[src/rtl/spi_frame_pkg.sv]
package spi_frame_pkg;

  // Control-to-datapath strobes, all single-cycle
  typedef struct packed {
    logic frameStart;  // select just fell
    logic shift;       // serial clock rose inside a frame
    logic frameEnd;    // select just rose
    logic commit;      // frameEnd with exact frame length
    logic loadRead;    // frameStart with a readback owed
  } frameStb_t;

endpackage

[src/rtl/spi_frame_sync.sv]
module spi_frame_sync #(
  parameter int STAGES = 2,
  parameter int WIDTH = 3,
  parameter logic [WIDTH-1:0] RESET_VAL = '0
) (
  input  logic             clk,
  input  logic             rstN,
  input  logic [WIDTH-1:0] din,
  output logic [WIDTH-1:0] dout
);

  logic [WIDTH-1:0] stageQ [STAGES];

  generate
    for (genvar g = 0; g < STAGES; g++) begin : g_stage
      if (g == 0) begin : g_first
        always_ff @(posedge clk or negedge rstN) begin
          if (!rstN) stageQ[g] <= RESET_VAL;
          else       stageQ[g] <= din;
        end
      end else begin : g_next
        always_ff @(posedge clk or negedge rstN) begin
          if (!rstN) stageQ[g] <= RESET_VAL;
          else       stageQ[g] <= stageQ[g-1];
        end
      end
    end
  endgenerate

  assign dout = stageQ[STAGES-1];

endmodule

[src/rtl/spi_frame_ctrl.sv]
module spi_frame_ctrl
  import spi_frame_pkg::*;
#(
  parameter int FRAME_W = 24
) (
  input  logic      clk,
  input  logic      rstN,
  input  logic      csSync,
  input  logic      sclkSync,
  input  logic      rxIsRead,
  output frameStb_t stb,
  output logic      cmdValid
);

  localparam int CNT_W = $clog2(FRAME_W + 2);
  localparam logic [CNT_W-1:0] CNT_FULL = CNT_W'(FRAME_W);
  localparam logic [CNT_W-1:0] CNT_OVER = CNT_W'(FRAME_W + 1);

  typedef enum logic [1:0] {ST_IDLE, ST_RECV, ST_OVER} frameState_e;

  frameState_e stateQ;
  logic        csPrevQ;
  logic        sclkPrevQ;
  logic [CNT_W-1:0] bitCntQ;
  logic        readPendQ;

  always_comb begin
    stb.frameStart = csPrevQ & ~csSync;
    stb.frameEnd   = ~csPrevQ & csSync;
    stb.shift      = ~csSync & sclkSync & ~sclkPrevQ;
    stb.commit     = stb.frameEnd & (stateQ == ST_RECV) & (bitCntQ == CNT_FULL);
    stb.loadRead   = stb.frameStart & readPendQ;
  end

  always_ff @(posedge clk or negedge rstN) begin
    if (!rstN) begin
      csPrevQ   <= 1'b1;
      sclkPrevQ <= 1'b0;
    end else begin
      csPrevQ   <= csSync;
      sclkPrevQ <= sclkSync;
    end
  end

  // Bit counter saturates one past a full frame
  always_ff @(posedge clk or negedge rstN) begin
    if (!rstN) begin
      bitCntQ <= '0;
      stateQ  <= ST_IDLE;
    end else if (stb.frameStart) begin
      bitCntQ <= stb.shift ? CNT_W'(1) : '0;
      stateQ  <= ST_RECV;
    end else if (stb.frameEnd) begin
      stateQ  <= ST_IDLE;
    end else if (stb.shift && stateQ == ST_RECV) begin
      if (bitCntQ == CNT_FULL) begin
        bitCntQ <= CNT_OVER;
        stateQ  <= ST_OVER;
      end else begin
        bitCntQ <= bitCntQ + CNT_W'(1);
      end
    end
  end

  always_ff @(posedge clk or negedge rstN) begin
    if (!rstN)                readPendQ <= 1'b0;
    else if (stb.commit)      readPendQ <= rxIsRead;
    else if (stb.frameStart)  readPendQ <= 1'b0;
  end

  always_ff @(posedge clk or negedge rstN) begin
    if (!rstN) cmdValid <= 1'b0;
    else       cmdValid <= stb.commit;
  end

endmodule

[src/rtl/spi_frame_dp.sv]
module spi_frame_dp
  import spi_frame_pkg::*;
#(
  parameter int OP_W = 4,
  parameter int ADDR_W = 4,
  parameter int DATA_W = 16,
  parameter int RD_OP_A = 9,
  parameter int RD_OP_B = 10
) (
  input  logic              clk,
  input  logic              rstN,
  input  frameStb_t         stb,
  input  logic              csSync,
  input  logic              sdiSync,
  input  logic [DATA_W-1:0] rdData,
  output logic              rxIsRead,
  output logic [OP_W-1:0]   cmdOp,
  output logic [ADDR_W-1:0] cmdAddr,
  output logic [DATA_W-1:0] cmdData,
  output logic              sdoLow
);

  localparam int FRAME_W = OP_W + ADDR_W + DATA_W;
  localparam int OP_LSB = ADDR_W + DATA_W;

  logic [FRAME_W-1:0] shiftQ;
  logic [FRAME_W-1:0] readWord;
  logic [FRAME_W-1:0] shiftBase;
  logic [OP_W-1:0]    rxOp;

  assign readWord  = {cmdOp, cmdAddr, rdData};
  assign shiftBase = stb.loadRead ? readWord : shiftQ;
  assign rxOp      = shiftQ[FRAME_W-1 -: OP_W];
  assign rxIsRead  = (rxOp == OP_W'(RD_OP_A)) || (rxOp == OP_W'(RD_OP_B));

  always_ff @(posedge clk or negedge rstN) begin
    if (!rstN)             shiftQ <= '0;
    else if (stb.shift)    shiftQ <= {shiftBase[FRAME_W-2:0], sdiSync};
    else if (stb.loadRead) shiftQ <= readWord;
  end

  always_ff @(posedge clk or negedge rstN) begin
    if (!rstN) begin
      cmdOp   <= '0;
      cmdAddr <= '0;
      cmdData <= '0;
    end else if (stb.commit) begin
      cmdOp   <= rxOp;
      cmdAddr <= shiftQ[OP_LSB-1 -: ADDR_W];
      cmdData <= shiftQ[DATA_W-1:0];
    end
  end

  assign sdoLow = ~csSync & ~shiftQ[FRAME_W-1];

endmodule

[src/rtl/spi_cmd_frontend.sv]
module spi_cmd_frontend
  import spi_frame_pkg::*;
#(
  parameter int OP_W = 4,
  parameter int ADDR_W = 4,
  parameter int DATA_W = 16,
  parameter int SYNC_STAGES = 2,
  parameter int RD_OP_A = 9,
  parameter int RD_OP_B = 10
) (
  input  logic              clk,
  input  logic              rstN,
  input  logic              spiClk,
  input  logic              spiCsN,
  input  logic              spiSdi,
  output logic              spiSdoLow,
  input  logic [DATA_W-1:0] rdData,
  output logic              cmdValid,
  output logic [OP_W-1:0]   cmdOp,
  output logic [ADDR_W-1:0] cmdAddr,
  output logic [DATA_W-1:0] cmdData
);

  localparam int FRAME_W = OP_W + ADDR_W + DATA_W;

  logic [2:0] pinSync;
  logic       csSync, sclkSync, sdiSync;
  logic       rxIsRead;
  frameStb_t  stb;

  spi_frame_sync #(
    .STAGES(SYNC_STAGES), .WIDTH(3), .RESET_VAL(3'b100)
  ) i_sync (
    .clk(clk), .rstN(rstN),
    .din({spiCsN, spiClk, spiSdi}),
    .dout(pinSync)
  );

  assign {csSync, sclkSync, sdiSync} = pinSync;

  spi_frame_ctrl #(.FRAME_W(FRAME_W)) i_ctrl (
    .clk(clk), .rstN(rstN),
    .csSync(csSync), .sclkSync(sclkSync), .rxIsRead(rxIsRead),
    .stb(stb), .cmdValid(cmdValid)
  );

  spi_frame_dp #(
    .OP_W(OP_W), .ADDR_W(ADDR_W), .DATA_W(DATA_W),
    .RD_OP_A(RD_OP_A), .RD_OP_B(RD_OP_B)
  ) i_dp (
    .clk(clk), .rstN(rstN), .stb(stb),
    .csSync(csSync), .sdiSync(sdiSync), .rdData(rdData),
    .rxIsRead(rxIsRead),
    .cmdOp(cmdOp), .cmdAddr(cmdAddr), .cmdData(cmdData),
    .sdoLow(spiSdoLow)
  );

endmodule

[config.mk]
export PLATFORM = sky130hd
export DESIGN_NAME = spi_cmd_frontend
export DESIGN_NICKNAME = d
export VERILOG_FILES = /design/src/rtl/spi_frame_pkg.sv /design/src/rtl/spi_frame_sync.sv /design/src/rtl/spi_frame_ctrl.sv /design/src/rtl/spi_frame_dp.sv /design/src/rtl/spi_cmd_frontend.sv
export SDC_FILE = /design/constraint.sdc
export NUM_CORES = 1
export LEC_CHECK = 0
export BUFFER_PORTS_ARGS = -buffer_cell sky130_fd_sc_hd__buf_2
export CAP_MARGIN = 20
export CORE_MARGIN = 2
export CORE_UTILIZATION = 55
export CTS_CLUSTER_SIZE = 25
export DETAILED_ROUTE_END_ITERATION = 6
export PLACE_DENSITY = 0.78
export SETUP_SLACK_MARGIN = 0.05
export SYNTH_ARGS = -nofsm -noshare
export SYNTH_HDL_FRONTEND = slang
export SYNTH_HIERARCHICAL = 1
export SYNTH_SLANG_ARGS = --single-unit
export TNS_END_PERCENT = 10
[constraint.sdc]
create_clock -name clk -period 4.5 [get_ports clk]
set_input_delay 1.125 -clock clk [delete_from_list [all_inputs] [get_ports clk]]
set_output_delay 1.125 -clock clk [all_outputs]
set_load 0.01 [all_outputs]
==> impl_metrics.csv, run 1 <==
group,metric,value,unit
status,status,"finished clean",
sta,rsz0062_at_grt,"false",
routing,wirelength,5.24,mm
logic_synthesis,synth-edff-count,0,
clock_tree,cts.clk_slew.worst_paths,0.07,ns
worst_setup_path,slowest_stage,"dfstp_2",
worst_setup_path,start_kind,"flop",
global_route,gr-usage-met3,8.37,%
worst_setup_path,r2r_slack,2.10,ns
final_layout,drive_above_1_share,51.5,%
worst_setup_path,r2r-end,"i_dp/shiftQ[0]",
clock_tree,cts_made_buffers,9,
logic_synthesis,ys_seq_area_share,55.0,%
min_path,min_to,"i_sync/dout[0]",
routing,drt_iter0_drc,81,
die,chipHeight,77.4,um
worst_setup_path,cpMostUsedCell,"mux2_2",
global_route,top_usage_layer,"met2",
worst_setup_path,rr_startpoint,"i_ctrl/csPrevQ",
logic_synthesis,synth_top_area_share,52.3,%
worst_setup_path,critPathTopFamily,"multiplexers",
run,cap_violations,0,
sta,fin_crit,2.40,ns
global_route,grt_use_total,20.1,%
clock_tree,cts_sinks,65,
logic_synthesis,synthTopCellsByCount,"dfrtp_1, mux2_2, mux4_2, inv_1, buf_2",
sta,min_period_over_period,53.3,%
global_route,grt_max_degree,52,
logic_synthesis,ys.flop_type,"dfrtp_1",
sta,setup_viol,0,
logic_synthesis,synth_cell_types,38,
die,fp.dieW,77.4,um
clock_tree,clk_latency,0.34,ns
worst_setup_path,path_buf_inv,1,
place,numPortBuffers,46,
sta,slew_violations,0,
routing,drcViolationCount,0,
place,dp_hpwl,3.38,mm
sta,max-slew-margin-rel,57.2,%
logic_synthesis,ys_async_sr_fraction,100,%
sta,tns,0,ns
final_layout,nNetsFinal,254,
power_and_ir_drop,power_density,373,mW/mm^2
sta,worst_slew_pin_slew,0.640,ns
worst_setup_path,worst_setup_path_end_kind,"flop",
sta,hold_viol_final,0,
logic_synthesis,synthTopCellsByArea,"dfrtp_1, mux4_2, mux2_2",
logic_synthesis,syn_avg_cell_area,16.1,um^2
clock_tree,htreeDepth,3,
worst_setup_path,rr_worst_depth,5,
logic_synthesis,synth_area,0.00297,mm^2
global_route,grt_overflow,0,
logic_synthesis,yosysWarnings,6,
power_and_ir_drop,p_leak,1.64,nW
die,ioPinCount,47,
global_route,gr-usage-met2,32.5,%
logic_synthesis,yosysMostFrequentCell,"dfrtp_1",
worst_setup_path,critPathKind,"flop to flop",
global_route,grt_pass1_vias,1890,
clock_tree,ctsHoldBuffers,0,
min_path,hp-class,"flop to flop",
global_route,antenna_found_initial,0,
logic_synthesis,synth_top_cell_by_area,"dfrtp_1",
min_path,whs_path_depth,0,
die,dieArea,0.00599,mm^2
sta,fin_skew,0.0124,ns
worst_setup_path,critPathRequiredTime,4.72,ns
power_and_ir_drop,ir_drop,0.225,mV
final_layout,area_delta_synth_final,14.9,%
die,core_area,0.00514,mm^2
routing,vias,1734,
routing,first_pass_iters,4,
clock_tree,postCtsResizedCells,0,
die,initial_utilization,57.7,%
die,rows,26,
logic_synthesis,synthesis.nets,209,
worst_setup_path,crit_arrival,2.62,ns
routing,vias_per_cell,5.72,
clock_tree,postCtsSetupRepairBufs,0,
clock_tree,clockBufferDepth,2,
logic_synthesis,synth_cells,184,
routing,postRouteAntennaNets,0,
sta,clock.fmax,417,MHz
sta,whs,0.363,ns
place,gp_congestion,0.781,
global_route,use_met1,25.0,%
clock_tree,cts_tree,"built",
logic_synthesis,synth-seq-cells,65,
worst_setup_path,cp_cell_sequence,"ha_1 -> and2_1 -> buf_4 -> mux2_2 -> mux2_2",
final_layout,insertedDiodeCount,0,
global_route,grt_pass1_wl,9.12,mm
worst_setup_path,cpPeakStageDelay,0.54,ns
min_path,hp-start,"i_sync/stageQ[3]",
routing,wire_per_inst,17.3,um
worst_setup_path,crit_fanout,24,
clock_tree,clockRootBuffer,"clkbuf_8",
worst reg2reg max path, stage by stage, from the launching register on:
cell	delay, ns
dfstp_2	0.54
ha_1	0.50
and2_1	0.21
buf_4	0.39
mux2_2	0.40
mux2_2	0.27
per-layer routing:
layer  routed length [um]  vias up
met4                   32        0
met5                    0        -
met1                 2240      909
li1                     -      779
met3                  280        5
met2                 2680       41
logic make-up after synthesis:
| family | after synthesis | share of synthesized area, % |
|---|---|---|
| and+or+nand+nor | 28 | 6.03 |
| xor gates and xnor gates | 1 | 0.295 |
| buffers and inverters | 24 | 5.06 |
| DFF | 65 | 55.0 |
| adders and majority gates | 4 | 1.69 |
| muxes | 51 | 28.4 |
| AOI/OAI and AO/OA | 11 | 3.50 |
power by group:
part | leakage [nW] | total (mW) | internal (mW) | switching, mW
Combinational | 0.670 | 0.108 | 0.0659 | 0.0421
Clock | 0.102 | 0.504 | 0.284 | 0.220
Sequential | 0.873 | 0.660 | 0.626 | 0.0336
Total | 1.64 | 1.27 | 0.976 | 0.295
worst max-delay path by stage:
stage / startpoint / to / slack [ns] / cells after the start
5_1_grt: i_ctrl/csPrevQ / i_dp/shiftQ[0] / 1.95 / 5
4_1_cts: i_ctrl/csPrevQ / i_dp/shiftQ[0] / 2.08 / 5
2_1_floorplan: i_sync/dout[2] / i_dp/shiftQ[10] / 2.40 / 8
3_3_place_gp: i_ctrl/csPrevQ / i_dp/shiftQ[0] / 2.19 / 5
3_5_place_dp: i_ctrl/csPrevQ / i_dp/shiftQ[0] / 2.10 / 5
6_report: i_ctrl/csPrevQ / i_dp/shiftQ[0] / 2.10 / 5
state kept, by name, summed over array words and instances (netlist names), 2 cells and up:
| register | flops |
|---|---|
| i_ctrl/bitCntQ | 5 |
| i_ctrl/stateQ | 2 |
| i_dp/cmdAddr | 4 |
| i_dp/cmdData | 16 |
| i_dp/cmdOp | 4 |
| i_dp/shiftQ | 24 |
| i_sync/dout | 3 |
| i_sync/stageQ | 3 |
through the flow:
step | worst slack (ns) | std cells | power, mW | area [um^2] | utilization (%)
after global routing | 1.95 | 303 | 1.33 | 3410 | 66.3
after global placement | 2.19 | 287 | 0.769 | 3180 | 61.9
after detailed placement | 2.10 | 287 | 0.776 | 3180 | 61.9
final | 2.10 | 303 | 1.27 | 3410 | 66.3
after CTS | 2.08 | 302 | 1.29 | 3390 | 65.9
after floorplan | 2.40 | 184 | 0.733 | 2970 | -
area by class of cell:
cell class	count	area (um^2)
Clock inverter	4	51.3
Inverter	9	35.0
Fill cell	376	1730
Clock buffer	11	151
Timing Repair Buffer	49	265
Sequential cell	65	1630
Multi-Input combinational cell	95	1180
Tap cell	70	87.6
placed cells by master, fill, tap and decap left out, types with 2 or more instances in the layout:
| cell type | synthesis | layout |
|---|---|---|
| dfstp_2 | 3 | 3 |
| nand3_1 | 2 | 2 |
| nor3b_1 | 2 | 2 |
| inv_1 | 8 | 8 |
| nor3_1 | 3 | 3 |
| buf_2 | 6 | 46 |
| clkinv_2 | 1 | 2 |
| a311o_1 | 3 | 3 |
| clkbuf_8 | 0 | 11 |
| mux2_2 | 27 | 27 |
| nor2_1 | 2 | 2 |
| nor2b_1 | 3 | 3 |
| nand4_1 | 2 | 2 |
| nand2_1 | 4 | 4 |
| ha_1 | 4 | 4 |
| buf_4 | 3 | 2 |
| dfrtp_1 | 62 | 62 |
| and2_1 | 3 | 3 |
| mux4_2 | 20 | 20 |
| a31oi_1 | 2 | 2 |
| mux4_1 | 3 | 3 |
Power figures use the tool's default switching activity.
==> run 2, diff against run 1 <==
==> constraint.sdc (replaced) <==
create_clock -name clk -period 2.3 [get_ports clk]
set_input_delay 0.575 -clock clk [delete_from_list [all_inputs] [get_ports clk]]
set_output_delay 0.575 -clock clk [all_outputs]
set_load 0.01 [all_outputs]
==> run 2 against run 1 <==
Worst hold slack worse by 0.20 ns; utilization is 1.0 points higher; worst setup slack lost 1.6 ns; final cell count grew 2.0%; clock skew rose by 0.0028 ns; cell area grew 1.5%; non-clock buffer count rose by 5; first-iteration DRC count fell by 19%.
==> impl_metrics.csv, run 2 (synthesized netlist as in run 1, its figures left out) <==
group,metric,value,unit
min_path,hp-class,"input port to asynchronous set/reset pin",
routing,wire_per_inst,17.3,um
power_and_ir_drop,power_density,745,mW/mm^2
worst_setup_path,r2r_slack,0.45,ns
die,chipHeight,77.4,um
sta,fin_crit,1.85,ns
clock_tree,cts_made_buffers,9,
sta,tns,0,ns
routing,postRouteAntennaNets,0,
power_and_ir_drop,seqPwrFrac,50.0,%
clock_tree,cts_tree,"built",
power_and_ir_drop,finalPower,2.58,mW
routing,vias_per_cell,5.65,
die,core_area,0.00514,mm^2
global_route,grt_use_total,20.1,%
sta,hold_viol_final,0,
final_layout,largest-register,"i_dp/shiftQ",
clock_tree,cts_sinks,65,
routing,drcViolationCount,0,
clock_tree,ctsHoldBuffers,0,
sta,rsz0062_at_grt,"false",
place,dp.cells,293,
global_route,grt_max_degree,50,
routing,wirelength,5.36,mm
place,gp_congestion,0.751,
power_and_ir_drop,p_sw,0.606,mW
worst_setup_path,worst_setup_path_end_kind,"flop",
final_layout,final_cell_mix,"dfrtp_1, buf_2, mux2_2",
sta,slew_violations,0,
final_layout,drive_above_1_share,52.3,%
die,rows,26,
status,status,"finished clean",
final_layout,num-fill-cells,378,
sta,whs,0.164,ns
clock_tree,clockRootBuffer,"clkbuf_8",
clock_tree,clockBufferDepth,2,
routing,first_pass_iters,4,
global_route,antenna_found_initial,0,
final_layout,final_common_cell,"dfrtp_1",
worst_setup_path,crit_fanout,14,
final_layout,nNetsFinal,259,
worst_setup_path,crit_arrival,2.07,ns
final_layout,stdcell_count,309,
routing,met1_length,2.31,mm
final_layout,multiInputGateArea,0.00118,mm^2
clock_tree,cts.clk_slew.worst_paths,0.08,ns
clock_tree,clk_latency,0.34,ns
routing,drt_iter0_drc,66,
final_layout,largest_reg_flops,24,
final_layout,insertedDiodeCount,0,
final_layout,final_util,67.3,%
place,numPortBuffers,46,
die,fp.dieW,77.4,um
worst_setup_path,critPathKind,"flop to flop",
power_and_ir_drop,clock_power_share,41.6,%
clock_tree,postCtsSetupRepairBufs,0,
power_and_ir_drop,p_leak,1.68,nW
sta,worst_slew_pin_slew,0.513,ns
power_and_ir_drop,intPower,1.97,mW
global_route,grt_overflow,0,
run,cap_violations,0,
worst_setup_path,critPathRequiredTime,2.53,ns
sta,fin_skew,0.0152,ns
sta,setup_viol,0,
power_and_ir_drop,pwr-share-comb,8.4,%
sta,max-slew-margin-rel,65.7,%
die,dieArea,0.00599,mm^2
routing,route.met2.wl,2.75,mm
die,ioPinCount,47,
power_and_ir_drop,p_sw_share,23.5,%
final_layout,reg.largest.list,"i_dp/shiftQ x24, i_dp/cmdData x16, i_ctrl/bitCntQ x5",
final_layout,seq_area,0.00163,mm^2
global_route,grt_pass1_vias,1842,
power_and_ir_drop,ir_drop,0.468,mV
clock_tree,postCtsResizedCells,0,
routing,highest_layer,"met4",
routing,wl_met3,260,um
place,dp_hpwl,3.59,mm
sta,clock.fmax,542,MHz
clock_tree,htreeDepth,3,
routing,vias,1747,
final_layout,area_delta_synth_final,16.6,%
die,initial_utilization,57.7,%
global_route,grt_pass1_wl,9.18,mm
sta,min_period_over_period,80.3,%
worst_setup_path,start_kind,"flop",
-- run 2: final timing paths --
path,startpoint,end,cells past startpoint
max,i_ctrl/bitCntQ[0],i_dp/cmdData[5],6
min,rstN,i_dp/cmdData[14],1
max reg2reg,i_ctrl/bitCntQ[0],i_dp/cmdData[5],6
min reg2reg,i_sync/stageQ[5],i_sync/dout[2],0
max in group asynchronous,rstN,i_ctrl/csPrevQ,2
min in group clk,spiSdi,i_sync/stageQ[3],1
-- run 2: final cells by class --
| cell class | count | share of cell area (%) |
|---|---|---|
| clock buffer | 10 | 3.69 |
| clock inverter | 6 | 2.60 |
| inverter | 9 | 1.01 |
| timing repair buffer | 54 | 8.76 |
| sequential | 65 | 47.1 |
| multi-input combinational | 95 | 34.3 |
| tap | 70 | 2.53 |
-- run 2: power by group through the flow --
stage               logic, mW  registers (mW)  clock network (mW)
CTS                     0.219            1.29                1.09
finish                  0.217            1.29                1.07
floorplan               0.155            1.28                   0
global route            0.239            1.30                1.14
detailed placement      0.222            1.30                   0
global placement        0.211            1.30                   0
-- run 2: stage by stage --
stage | setup WS [ns] | instance area [um^2]
floorplan | 0.201 | 2970
global placement | 0.498 | 3240
detailed placement | 0.449 | 3240
CTS | 0.437 | 3460
global route | 0.327 | 3460
finish | 0.453 | 3460
-- run 2: layer usage --
layer / vias to the layer above / GRT usage [%]
li1: 790 / -
met1: 905 / 26.7
met2: 48 / 32.0
met3: 4 / 6.86
met4: 0 / 5.89
met5: - / 0
-- run 2: worst max-delay path: stages, from the launching register on --
cell	delay, ns
dfrtp_1	0.42
inv_1	0.11
ha_1	0.15
and4b_4	0.27
and3_2	0.19
buf_4	0.22
mux2_2	0.36
